File: src/rtl/sgdma_fe_pkg.sv
package sgdma_fe_pkg;
   localparam int WORD_W     = 32;
   localparam int N_WORDS    = 8;
   localparam int CTL_WORD   = 7;
   localparam int SEQ_WORD   = 3;
   localparam int GO_BIT     = 31;

   // control word bits of a descriptor
   localparam int DC_COMP_IE  = 14;
   localparam int DC_EARLY_IE = 15;
   localparam int DC_EMASK_LO = 16;

   // CSR indices
   localparam logic [2:0] CSR_STATUS = 3'd0;
   localparam logic [2:0] CSR_CTRL   = 3'd1;
   localparam logic [2:0] CSR_LEVEL  = 3'd2;
   localparam logic [2:0] CSR_RESP   = 3'd3;
   localparam logic [2:0] CSR_SEQ    = 3'd4;

   // status bit positions
   localparam int ST_BUSY   = 0;
   localparam int ST_EMPTY  = 1;
   localparam int ST_FULL   = 2;
   localparam int ST_REMPTY = 3;
   localparam int ST_RFULL  = 4;
   localparam int ST_STOP   = 5;
   localparam int ST_RST    = 6;
   localparam int ST_ERR    = 7;
   localparam int ST_EARLY  = 8;
   localparam int ST_PEND   = 9;
   localparam int ST_OVF    = 10;

   // control bit positions
   localparam int CT_STOP   = 0;
   localparam int CT_RESET  = 1;
   localparam int CT_SOERR  = 2;
   localparam int CT_SOEARLY= 3;
   localparam int CT_GIE    = 4;
   localparam int CT_NOFETCH= 5;

   typedef struct packed {
      logic [7:0] emask;
      logic       early_ie;
      logic       comp_ie;
   } inflight_t;
endpackage

File: src/rtl/sgdma_fe_stage.sv
module sgdma_fe_stage #(
   parameter int WORD_W  = 32,
   parameter int N_WORDS = 8,
   parameter int GO_BIT  = 31,
   localparam int IDX_W  = $clog2(N_WORDS),
   localparam int STG_W  = WORD_W * (N_WORDS - 1)
) (
   input  logic              clk,
   input  logic              rst_n,
   input  logic              clear,
   input  logic              wr_en,
   input  logic [IDX_W-1:0]  wr_idx,
   input  logic [WORD_W-1:0] wr_data,
   output logic              commit,
   output logic [WORD_W*N_WORDS-1:0] entry
);
   if (N_WORDS < 2) begin : g_bad_words
      $fatal(1, "sgdma_fe_stage: N_WORDS must be at least 2");
   end
   if (GO_BIT >= WORD_W) begin : g_bad_go
      $fatal(1, "sgdma_fe_stage: GO_BIT outside the word");
   end

   localparam logic [IDX_W-1:0] LAST_IDX = IDX_W'(N_WORDS - 1);

   logic [STG_W-1:0] stage_flat;

   for (genvar i = 0; i < N_WORDS - 1; i++) begin : g_word
      logic [WORD_W-1:0] word_q;
      always_ff @(posedge clk or negedge rst_n) begin
         if (!rst_n)
            word_q <= '0;
         else if (clear)
            word_q <= '0;
         else if (wr_en && wr_idx == IDX_W'(i))
            word_q <= wr_data;
      end
      assign stage_flat[WORD_W*i +: WORD_W] = word_q;
   end

   assign commit = wr_en && !clear && (wr_idx == LAST_IDX) && wr_data[GO_BIT];
   assign entry  = {wr_data, stage_flat};
endmodule

File: src/rtl/sgdma_fe_fifo.sv
module sgdma_fe_fifo #(
   parameter int W     = 256,
   parameter int DEPTH = 4,
   localparam int AW   = $clog2(DEPTH),
   localparam int LW   = AW + 1
) (
   input  logic          clk,
   input  logic          rst_n,
   input  logic          clear,
   input  logic          push,
   input  logic [W-1:0]  push_data,
   input  logic          pop,
   output logic [W-1:0]  head,
   output logic          empty,
   output logic          full,
   output logic [LW-1:0] level,
   output logic          ovf_evt
);
   if (DEPTH < 2 || (1 << AW) != DEPTH) begin : g_bad_depth
      $fatal(1, "sgdma_fe_fifo: DEPTH must be a power of two, at least 2");
   end

   logic [W-1:0]  mem [DEPTH];
   logic [AW-1:0] wr_ptr, rd_ptr;
   logic [LW-1:0] cnt;
   logic          do_push, do_pop;

   assign empty   = (cnt == '0);
   assign full    = (cnt == LW'(DEPTH));
   assign do_push = push && !full && !clear;
   assign do_pop  = pop && !empty && !clear;
   assign ovf_evt = push && full && !clear;
   assign level   = cnt;
   assign head    = mem[rd_ptr];

   for (genvar s = 0; s < DEPTH; s++) begin : g_slot
      always_ff @(posedge clk or negedge rst_n) begin
         if (!rst_n)
            mem[s] <= '0;
         else if (do_push && wr_ptr == AW'(s))
            mem[s] <= push_data;
      end
   end

   always_ff @(posedge clk or negedge rst_n) begin
      if (!rst_n) begin
         wr_ptr <= '0;
         rd_ptr <= '0;
         cnt    <= '0;
      end else if (clear) begin
         wr_ptr <= '0;
         rd_ptr <= '0;
         cnt    <= '0;
      end else begin
         if (do_push) wr_ptr <= wr_ptr + 1'b1;
         if (do_pop)  rd_ptr <= rd_ptr + 1'b1;
         cnt <= cnt + LW'(do_push) - LW'(do_pop);
      end
   end

   AST_LEVEL_BOUND: assert property (@(posedge clk) disable iff (!rst_n)
      cnt <= LW'(DEPTH)) else $error("level above depth");
   AST_DROP_WHEN_FULL: assert property (@(posedge clk) disable iff (!rst_n)
      (full && push && !pop && !clear) |=> full) else $error("full lost on drop");
endmodule

File: src/rtl/sgdma_fe_csr.sv
module sgdma_fe_csr
   import sgdma_fe_pkg::*;
#(
   parameter int RST_CYCLES = 4,
   parameter int LVL_W      = 3,
   localparam int RC_W      = $clog2(RST_CYCLES + 1)
) (
   input  logic              clk,
   input  logic              rst_n,
   input  logic              csr_wr_en,
   input  logic [2:0]        csr_idx,
   input  logic [31:0]       csr_wdata,
   output logic [31:0]       csr_rdata,
   input  logic              fifo_empty,
   input  logic              fifo_full,
   input  logic [LVL_W-1:0]  fifo_level,
   input  logic              ovf_evt,
   input  logic              pop,
   input  inflight_t         pop_ctl,
   input  logic [15:0]       pop_seq,
   input  logic              mover_busy,
   input  logic              done_valid,
   input  logic [7:0]        done_err,
   input  logic              done_early,
   output logic              resetting,
   output logic              dispatch_en,
   output logic              irq
);
   if (RST_CYCLES < 1) begin : g_bad_rst
      $fatal(1, "sgdma_fe_csr: RST_CYCLES must be at least 1");
   end
   if (LVL_W >= 16) begin : g_bad_lvl
      $fatal(1, "sgdma_fe_csr: level does not fit a 16-bit field");
   end

   logic [5:0]      ctl_q;
   logic [RC_W-1:0] rc_q;
   logic            pend_q, serr_q, searly_q, ovf_q;
   inflight_t       infl_q;
   logic [15:0]     seq_q;

   logic wr_ctl, wr_st, start_rst;
   logic comp_hit, err_hit, early_hit, any_err;
   logic pend_set, serr_set, searly_set;
   logic [15:0] lvl16;
   logic unused_wdata;

   assign wr_ctl    = csr_wr_en && csr_idx == CSR_CTRL && !resetting;
   assign wr_st     = csr_wr_en && csr_idx == CSR_STATUS;
   assign start_rst = wr_ctl && csr_wdata[CT_RESET];
   assign unused_wdata = ^csr_wdata[31:11];

   assign any_err    = (done_err != 8'd0);
   assign comp_hit   = done_valid && !any_err && !done_early && infl_q.comp_ie;
   assign err_hit    = done_valid && ((done_err & infl_q.emask) != 8'd0);
   assign early_hit  = done_valid && done_early && infl_q.early_ie;
   assign pend_set   = comp_hit || err_hit || early_hit;
   assign serr_set   = done_valid && any_err && ctl_q[CT_SOERR];
   assign searly_set = done_valid && done_early && ctl_q[CT_SOEARLY];

   // control register and self-clearing reset sequencer
   always_ff @(posedge clk or negedge rst_n) begin
      if (!rst_n) begin
         ctl_q     <= '0;
         resetting <= 1'b0;
         rc_q      <= '0;
      end else begin
         if (wr_ctl)
            ctl_q <= csr_wdata[5:0] & ~(6'd1 << CT_RESET);
         if (start_rst) begin
            resetting <= 1'b1;
            rc_q      <= RC_W'(RST_CYCLES);
         end else if (resetting) begin
            rc_q <= rc_q - 1'b1;
            if (rc_q == RC_W'(1))
               resetting <= 1'b0;
         end
      end
   end

   // sticky flags: set wins over write-one-to-clear
   always_ff @(posedge clk or negedge rst_n) begin
      if (!rst_n) begin
         pend_q   <= 1'b0;
         serr_q   <= 1'b0;
         searly_q <= 1'b0;
         ovf_q    <= 1'b0;
      end else if (resetting) begin
         pend_q   <= 1'b0;
         serr_q   <= 1'b0;
         searly_q <= 1'b0;
         ovf_q    <= 1'b0;
      end else begin
         pend_q   <= (pend_q   && !(wr_st && csr_wdata[ST_PEND]))  || pend_set;
         serr_q   <= (serr_q   && !(wr_st && csr_wdata[ST_ERR]))   || serr_set;
         searly_q <= (searly_q && !(wr_st && csr_wdata[ST_EARLY])) || searly_set;
         ovf_q    <= (ovf_q    && !(wr_st && csr_wdata[ST_OVF]))   || ovf_evt;
      end
   end

   // record of the descriptor most recently handed to the movers
   always_ff @(posedge clk or negedge rst_n) begin
      if (!rst_n) begin
         infl_q <= '0;
         seq_q  <= '0;
      end else if (resetting) begin
         infl_q <= '0;
         seq_q  <= '0;
      end else if (pop) begin
         infl_q <= pop_ctl;
         seq_q  <= pop_seq;
      end
   end

   assign dispatch_en = !resetting && !ctl_q[CT_STOP] && !ctl_q[CT_NOFETCH]
                        && !serr_q && !searly_q;
   assign irq   = pend_q && ctl_q[CT_GIE];
   assign lvl16 = {{(16-LVL_W){1'b0}}, fifo_level};

   always_comb begin
      csr_rdata = '0;
      case (csr_idx)
         CSR_STATUS: begin
            csr_rdata[ST_BUSY]   = mover_busy || !fifo_empty;
            csr_rdata[ST_EMPTY]  = fifo_empty;
            csr_rdata[ST_FULL]   = fifo_full;
            csr_rdata[ST_REMPTY] = 1'b1;
            csr_rdata[ST_RFULL]  = 1'b0;
            csr_rdata[ST_STOP]   = ctl_q[CT_STOP] || serr_q || searly_q;
            csr_rdata[ST_RST]    = resetting;
            csr_rdata[ST_ERR]    = serr_q;
            csr_rdata[ST_EARLY]  = searly_q;
            csr_rdata[ST_PEND]   = pend_q;
            csr_rdata[ST_OVF]    = ovf_q;
         end
         CSR_CTRL: begin
            csr_rdata[5:0]      = ctl_q;
            csr_rdata[CT_RESET] = resetting;
         end
         CSR_LEVEL: csr_rdata = {lvl16, lvl16};
         CSR_RESP:  csr_rdata = '0;
         CSR_SEQ:   csr_rdata = {seq_q, seq_q};
         default:   csr_rdata = '0;
      endcase
   end

   AST_PEND_HAS_CAUSE: assert property (@(posedge clk) disable iff (!rst_n)
      $rose(pend_q) |-> $past(done_valid)) else $error("pending without event");
   AST_ERR_STOP_CAUSE: assert property (@(posedge clk) disable iff (!rst_n)
      $rose(serr_q) |-> $past(done_valid && done_err != 8'd0)) else $error("error stop without error");
   AST_EARLY_STOP_CAUSE: assert property (@(posedge clk) disable iff (!rst_n)
      $rose(searly_q) |-> $past(done_valid && done_early)) else $error("early stop without early");
   AST_RST_SELF_CLEAR: assert property (@(posedge clk) disable iff (!rst_n)
      (resetting && rc_q == RC_W'(1) && !start_rst) |=> !resetting) else $error("reset flag stuck");
endmodule

File: src/rtl/sgdma_dispatch_fe.sv
module sgdma_dispatch_fe
   import sgdma_fe_pkg::*;
#(
   parameter int FIFO_DEPTH = 4,
   parameter int RST_CYCLES = 4,
   localparam int ENT_W     = WORD_W * N_WORDS,
   localparam int LVL_W     = $clog2(FIFO_DEPTH) + 1
) (
   input  logic             clk,
   input  logic             rst_n,
   input  logic             dsc_wr_en,
   input  logic [2:0]       dsc_wr_idx,
   input  logic [31:0]      dsc_wr_data,
   input  logic             csr_wr_en,
   input  logic [2:0]       csr_idx,
   input  logic [31:0]      csr_wdata,
   output logic [31:0]      csr_rdata,
   output logic             fifo_out_valid,
   input  logic             fifo_out_ready,
   output logic [255:0]     fifo_out_data,
   input  logic             mover_busy,
   input  logic             done_valid,
   input  logic [7:0]       done_err,
   input  logic             done_early,
   output logic             irq
);
   logic             resetting, dispatch_en, commit, ovf_evt, pop;
   logic             f_empty, f_full;
   logic [LVL_W-1:0] f_level;
   logic [ENT_W-1:0] entry, head;
   logic [31:0]      head_ctl;
   inflight_t        pop_ctl;

   sgdma_fe_stage #(.WORD_W(WORD_W), .N_WORDS(N_WORDS), .GO_BIT(GO_BIT)) u_stage (
      .clk(clk), .rst_n(rst_n), .clear(resetting),
      .wr_en(dsc_wr_en), .wr_idx(dsc_wr_idx), .wr_data(dsc_wr_data),
      .commit(commit), .entry(entry)
   );

   sgdma_fe_fifo #(.W(ENT_W), .DEPTH(FIFO_DEPTH)) u_fifo (
      .clk(clk), .rst_n(rst_n), .clear(resetting),
      .push(commit), .push_data(entry), .pop(pop),
      .head(head), .empty(f_empty), .full(f_full),
      .level(f_level), .ovf_evt(ovf_evt)
   );

   assign head_ctl       = head[WORD_W*CTL_WORD +: WORD_W];
   assign pop_ctl.emask    = head_ctl[DC_EMASK_LO +: 8];
   assign pop_ctl.early_ie = head_ctl[DC_EARLY_IE];
   assign pop_ctl.comp_ie  = head_ctl[DC_COMP_IE];
   assign fifo_out_valid = !f_empty && dispatch_en;
   assign fifo_out_data  = head;
   assign pop            = fifo_out_valid && fifo_out_ready;

   sgdma_fe_csr #(.RST_CYCLES(RST_CYCLES), .LVL_W(LVL_W)) u_csr (
      .clk(clk), .rst_n(rst_n),
      .csr_wr_en(csr_wr_en), .csr_idx(csr_idx), .csr_wdata(csr_wdata),
      .csr_rdata(csr_rdata),
      .fifo_empty(f_empty), .fifo_full(f_full), .fifo_level(f_level),
      .ovf_evt(ovf_evt), .pop(pop), .pop_ctl(pop_ctl),
      .pop_seq(head[WORD_W*SEQ_WORD +: 16]),
      .mover_busy(mover_busy), .done_valid(done_valid),
      .done_err(done_err), .done_early(done_early),
      .resetting(resetting), .dispatch_en(dispatch_en), .irq(irq)
   );

   logic unused_head;
   assign unused_head = ^{head_ctl[31:24], head_ctl[13:0]};

   AST_COMMIT_NEEDS_GO: assert property (@(posedge clk) disable iff (!rst_n)
      (f_level > $past(f_level)) |-> $past(dsc_wr_en && dsc_wr_idx == 3'd7 && dsc_wr_data[31]))
      else $error("entry added without go");
   AST_NO_DISPATCH_IN_RESET: assert property (@(posedge clk) disable iff (!rst_n)
      resetting |-> !fifo_out_valid) else $error("dispatch during reset");
   AST_FLUSHED_AFTER_RESET: assert property (@(posedge clk) disable iff (!rst_n)
      $fell(resetting) |-> f_empty) else $error("fifo not flushed");
   AST_OFFER_STABLE: assert property (@(posedge clk) disable iff (!rst_n)
      (fifo_out_valid && !fifo_out_ready && !resetting) |=> $stable(fifo_out_data))
      else $error("offered descriptor changed");
endmodule

File: config.mk
export PLATFORM = sky130hd
export DESIGN_NAME = sgdma_dispatch_fe
export DESIGN_NICKNAME = d
export VERILOG_FILES = /design/src/rtl/sgdma_fe_pkg.sv /design/src/rtl/sgdma_fe_stage.sv /design/src/rtl/sgdma_fe_fifo.sv /design/src/rtl/sgdma_fe_csr.sv /design/src/rtl/sgdma_dispatch_fe.sv
export SDC_FILE = /design/constraint.sdc
export NUM_CORES = 2
export LEC_CHECK = 0
export BUFFER_PORTS_ARGS = -buffer_cell sky130_fd_sc_hd__buf_2
export CAP_MARGIN = 20
export CORE_UTILIZATION = 40
export DETAILED_ROUTE_END_ITERATION = 10
export GPL_TIMING_DRIVEN = 0
export PLACE_DENSITY_LB_ADDON = 0.2
export SYNTH_ARGS = -nofsm -noshare
export SYNTH_HDL_FRONTEND = slang
export SYNTH_HIERARCHICAL = 1
export SYNTH_SLANG_ARGS = --single-unit
File: constraint.sdc
create_clock -name clk -period 2.7 [get_ports clk]
set_input_delay 0.27 -clock clk [delete_from_list [all_inputs] [get_ports clk]]
set_output_delay 0.27 -clock clk [all_outputs]
set_load 0.01 [all_outputs]
== Yosys cells after proc, flatten, opt, wreduce, memory -nomap -nowiden ==
Cells that the tools add are included.

* Bits in registers: 1294
* Bits in latches: 0
* Bits in writable memories: 0
* Bits in read-only memories: 0
* Input bits: 86
* Output and inout port bits: 290
* Memories: 0

* Add/sub/neg operators: 5
* $mul: 0
* Div/mod/pow operators: 0
* $lt $le $gt $ge: 1
* Equal/unequal tests: 15
* Shifts and indexed selects: 0
* Multiplexer cells: 38
* Bitwise operators: 2
* Reduce and logical (&&, ||, !) cells: 87

{| class="wikitable"
|+ Operators by type and width
! cell !! number
|-
| $bmux W256 S2 || 1
|-
| $mux W256 || 2
|-
| $mux W32 || 14
|-
| $logic_and A1 B1 Y1 || 48
|-
| $pmux W21 S2 || 1
|-
| $mux W16 || 2
|-
| $pmux W6 S4 || 1
|-
| $reduce_bool A2 Y1 || 11
|-
| $mux W10 || 2
|-
| $eq A3 B3 Y1 const B || 6
|-
| $reduce_bool A8 Y1 || 2
|-
| $logic_not A1 Y1 || 13
|-
| $pmux W5 S2 || 1
|-
| $eq A3 B1 Y1 const B || 3
|-
| $eq A3 B2 Y1 const B || 3
|-
| $logic_not A3 Y1 || 3
|-
| $logic_or A1 B1 Y1 || 9
|-
| $mux W3 || 3
|-
| $and A8 B8 Y8 || 1
|-
| $mux W2 || 4
|-
| $mux W1 || 7
|-
| $add A2 B1 Y2 const B || 2
|-
| $eq A2 B2 Y1 const B || 2
|-
| $add A3 B1 Y3 || 1
|-
| 6 further kinds || 6
|}

== Depth between registers and ports, before layout ==
* Depth in word-level cells: 11
* Depth in mapped cells: 12

== By module ==
The synthesis kept the hierarchy.

{| class="wikitable"
|+ By module, submodules not included
! module !! instances !! cells each !! area an instance (sq um) !! seq. area each (sq um)
|-
| sgdma_fe_fifo || 1 || 2526 || 48560.3 || 25799.7
|-
| sgdma_fe_stage || 1 || 804 || 10090.9 || 5605.4
|-
| sgdma_fe_csr || 1 || 215 || 2114.5 || 975.9
|-
| sgdma_dispatch_fe || 1 || 2 || 15.0 || 0.0
|}

== Worst setup path after synthesis ==
OpenSTA, ideal clock, no wires.

* Path kind: register to register
* Start: register u_csr.resetting
* End: register u_fifo.cnt[2], in the netlist u_fifo/level[2]
* Arrival: 2.327 ns
* Setup slack: 0.242 ns
* Stages on the path, launching flop included: 13
* Clock period less this slack: 2.458 ns
* Cell sequence: dfrtp_1 -> nand2b_1 -> clkbuf_1 -> nor2_1 -> nor2b_1 -> nand2_1 -> ha_1 -> inv_1 -> ha_1 -> inv_1 -> fa_1 -> xnor2_1 -> nor2_1

{| class="wikitable"
|+ RTL lines
! item !! RTL line !! source
|-
| start: declaration || sgdma_fe_csr.sv:25 || <nowiki>output logic resetting,</nowiki>
|-
| start signal: assignment || sgdma_fe_csr.sv:65 || <nowiki>resetting <= 1'b0;</nowiki>
|-
| start signal: assignment || sgdma_fe_csr.sv:71 || <nowiki>resetting <= 1'b1;</nowiki>
|-
| start signal: assignment || sgdma_fe_csr.sv:76 || <nowiki>resetting <= 1'b0;</nowiki>
|-
| $logic_not A1 Y1 || sgdma_fe_stage.sv:41 || <nowiki>assign commit = wr_en && !clear && (wr_idx == LAST_IDX) && wr_data[GO_BIT];</nowiki>
|-
| $logic_and A1 B1 Y1 (3 in series) || sgdma_fe_stage.sv:41 ||
|-
| named net commit || sgdma_dispatch_fe.sv:27 || <nowiki>logic resetting, dispatch_en, commit, ovf_evt, pop;</nowiki>
|-
| $logic_and A1 B1 Y1 (2 in series) || sgdma_fe_fifo.sv:30 || <nowiki>assign do_push = push && !full && !clear;</nowiki>
|-
| $add A3 B1 Y3 || sgdma_fe_fifo.sv:57 || <nowiki>cnt <= cnt + LW'(do_push) - LW'(do_pop);</nowiki>
|-
| $sub A3 B1 Y3 || sgdma_fe_fifo.sv:57 ||
|-
| $mux W3 || sgdma_fe_fifo.sv:50 || <nowiki>end else if (clear) begin</nowiki>
|-
| end signal: assignment || sgdma_fe_fifo.sv:57 ||
|-
| end: declaration || sgdma_fe_fifo.sv:25 || <nowiki>logic [LW-1:0] cnt;</nowiki>
|}

The timed path passes the listed nets, and every way through them passes these cells.
A chain may end at the register's enable or synchronous reset.

== Worst setup path in the final report ==
* Start: register u_fifo.rd_ptr[0]
* End: output fifo_out_data[116]

* Longest elaborated chain between the ends: 4

{| class="wikitable"
|+ RTL lines
! item !! RTL line !! source
|-
| start: declaration || sgdma_fe_fifo.sv:24 || <nowiki>logic [AW-1:0] wr_ptr, rd_ptr;</nowiki>
|-
| start signal: assignment || sgdma_fe_fifo.sv:56 || <nowiki>if (do_pop) rd_ptr <= rd_ptr + 1'b1;</nowiki>
|-
| $not A2 Y3 (implied by the code) || sgdma_fe_fifo.sv:34 || <nowiki>assign head = mem[rd_ptr];</nowiki>
|-
| $bmux W256 S2 || sgdma_fe_fifo.sv:34 ||
|-
| $mux W256 (implied by the code) (2 in series) || sgdma_fe_fifo.sv:34 ||
|-
| end: declaration || sgdma_dispatch_fe.sv:20 || <nowiki>output logic [255:0] fifo_out_data,</nowiki>
|}

No other way between the ends. The select of a mux whose other input is x is not followed.

==> flow_metrics.py <==
metrics = {
    "run_status": {
        "violations": "setup timing",
        "status": "finished, violations left",
    },
    "power": {
        "switching_power_mw": 19.0,
        "seqPwrFrac_pct": 40.6,
        "clkPwrFrac_pct": 34.1,
        "switching_share_pct": 31.1,
        "ir_worst_vdd_uv": 653,
        "p_leak_nw": 35.0,
        "power_frac_comb_pct": 25.3,
        "internal-power_mw": 42.1,
        "powerDensity_mw_per_mm2": 846,
        "fin_total_pwr_mw": 61.1,
    },
    "floorplanning": {
        "dieArea_mm2": 0.154,
        "rows": 142,
        "die_h_um": 392,
        "core-area_mm2": 0.150,
        "initial_core_util_pct": 40.4,
        "pin_count": 376,
        "die_w_um": 392,
    },
    "critical_path": {
        "crit_required_ps": 2430,
        "crit_path_max_fanout": 6,
        "reg2reg_depth": 11,
        "critPathKind": "reg2out",
        "start_kind": "flip-flop",
        "critPathCaptureType": "output pin",
        "worstPathArrival_ps": 2520,
        "r2r-start": "u_csr/serr_q",
        "r2r-end": "u_fifo/level[1]",
        "setup.worst_path.end": "fifo_out_data[116]",
        "rrSetupSlack_ps": 40,
        "startpoint": "u_fifo/rd_ptr[0]",
    },
    "synth": {
        "synth_edf_count": 0,
        "yosys-top-cells-area": "dfrtp_1 (53%), mux2_4 (24%), mux4_2 (9.5%), mux2i_1 (4.3%), nand2b_1 (2.6%)",
        "yosysTopAreaCell": "dfrtp_1",
        "ys_types": 48,
        "synth_flop_cell": "dfrtp_1",
        "syn-num-nets": 3642,
        "yosysSeqAreaShare_pct": 53.3,
        "avgSynthCellArea_um2": 17.1,
        "synth_top_area_share_pct": 53.3,
        "ys_seq_elements": 1294,
        "async_flop_share_pct": 100,
        "synth_cells": 3547,
        "ys_warn_count": 6,
        "syn_area_mm2": 0.0608,
    },
    "place": {
        "dp_slack_ps": -656,
        "port_buffers": 347,
        "routabilityCongestion": 0.812,
        "place_inst": 5940,
        "hpwl_um": 111000,
        "post_dp_cell_area_mm2": 0.0658,
    },
    "global_routing": {
        "antenna_found_initial": 14,
        "grt_usage_pct": 22.1,
        "grt_pass1_vias": 34800,
        "grt_pass1_wl_um": 247000,
        "grt_overflow": 0,
        "grt_max_degree": 155,
    },
    "route": {
        "vias": 32300,
        "drt_iter0_drc": 1884,
        "ant_nets": 0,
        "drtPass1Iterations": 7,
        "viasPerCell": 5.14,
        "drc": 0,
        "routed_wl_um": 169000,
        "wl_per_cell_um": 26.8,
    },
    "clocking": {
        "root_buffer": "clkbuf_16",
        "htreeDepth": 4,
        "cts.sinks": 1294,
        "cts_buffer_depth": 3,
        "clk_latency_ps": 790,
        "clk_pin_slew_ps": 60,
        "numCtsBuffers": 149,
        "tritoncts": "yes",
    },
    "final_layout": {
        "design_area_mm2": 0.0723,
        "final_layout_size_suffix_gt1_share_pct": 51.5,
        "fin_nets": 4246,
        "fin_cells": 6291,
        "area_growth_syn_to_layout_pct": 19.0,
        "post-route-util_pct": 48.1,
    },
    "timing": {
        "fin_crit_ps": 2790,
        "finalSetupViolCount": 85,
        "relSlewSlack_pct": 21.8,
        "worst_pin_slew_ps": 1170,
        "grt_setup_unrepaired": "yes",
        "tns_ps": -2660,
        "fmax_mhz": 358,
        "hold_viol": 0,
        "drv_slew": 0,
        "finalCritPeriodShare_pct": 103,
        "timing.hold.ws_ps": 50.6,
        "setup_ws_ps": -91.8,
        "skew_ps": 23.9,
    },
    "worst_hold_path": {
        "hp-class": "in2async",
    },
    "flow_run": {
        "drv_cap": 0,
    },
}
## area by class of cell
type | instances | area [µm²]
clock inverter | 56 | 714
sequential | 1294 | 32400
buffer | 281 | 2710
multi-input combinational | 1957 | 26200
fill | 12900 | 78000
tap | 2016 | 2520
antenna | 4 | 10.0
clock buffer | 215 | 4340
timing repair buffer | 456 | 3360
inverter | 12 | 45.0
## power groups by stage
stage	combinational [mW]	sequential [mW]	clock (mW)
detailed placement	14.8	25.1	0
global placement	14.1	25.1	0
CTS	15.4	24.8	21.4
global route	16.5	25.2	22.2
finish	15.5	24.8	20.8
floorplan	8.65	24.1	0
## state kept, by name (all words and copies together), names as in the netlist, 2 cells and up
register,flops
u_stage/g_word.word_q,224
u_csr/rc_q,3
u_csr/infl_q,10
u_csr/ctl_q,5
u_fifo/rd_ptr,2
u_fifo/mem,1024
u_fifo/level,3
u_fifo/wr_ptr,2
u_csr/seq_q,16
## cell families after synthesis
| logic type | after synthesis | synth area share [%] |
|---|---|---|
| simple gates | 370 | 3.66 |
| fa+ha+maj | 9 | 0.198 |
| xor+xnor | 5 | 0.0720 |
| mux | 1546 | 38.8 |
| buf+inv | 296 | 3.71 |
| flops | 1294 | 53.3 |
| compound gates | 27 | 0.301 |
## layer usage
| layer | global-route usage [%] | routed length (µm) |
|---|---|---|
| met1 | 31.8 | 79000 |
| met2 | 33.4 | 76800 |
| met3 | 4.29 | 7730 |
| met4 | 7.71 | 5210 |
| met5 | 0 | 48 |
## worst min-delay path by stage
stage	start	end	slack, ps	depth (start not counted)
after CTS	csr_wr_en	u_csr/ctl_q[2]	0.3	4
after detailed placement	rst_n	u_fifo/mem[306]	250	1
final	rst_n	u_fifo/mem[306]	50	2
after global routing	csr_wr_en	u_csr/ctl_q[2]	50	4
after global placement	u_fifo/mem[5]	u_fifo/mem[5]	480	1
after floorplan	rst_n	u_csr/ctl_q[0]	-30	0
## cell usage after synthesis, drive strengths merged, types with 2 or more instances
cell,instances
nor2b,6
o31ai,3
o22ai,3
nand4bb,3
nor2,51
and3,16
mux2i,259
or2,2
a22oi,7
clkbuf,65
nor3,4
nand2b,256
nand2,14
inv,12
a32oi,3
ha,8
xor2,4
a21oi,8
nand4b,4
mux2,1031
nor4,2
nor4b,2
mux4,256
and2,2
buf,219
dfrtp,1294
## worst max-delay path: stages (launching register included)
cell	delay [ps]
dfrtp_2	380
buf_6	150
clkbuf_16	230
buf_16	150
mux4_2	640
buf_6	180
## cell usage in the layout, fill, tap and decap left out, types with 28 or more instances in the layout
| master | instances |
|---|---|
| clkbuf_8 | 37 |
| dlygate4sd3_1 | 57 |
| mux2_2 | 70 |
| buf_2 | 365 |
| buf_4 | 60 |
| clkinv_2 | 28 |
| mux2i_1 | 259 |
| clkbuf_16 | 156 |
| buf_6 | 123 |
| mux4_2 | 256 |
| clkbuf_1 | 67 |
| nor2_1 | 51 |
| nand2b_1 | 244 |
| dfrtp_1 | 1291 |
| mux2_4 | 961 |
## what timing repair did
item,in CTS,in global routing
pin swaps,0,4
hold endpoints to repair,458,0
setup buffers,6,11
hold buffers,57,0
cloned,1,4
resized for setup,168,35
setup endpoints to repair,1473,319
No activity file was read; power rests on OpenSTA's default activity.
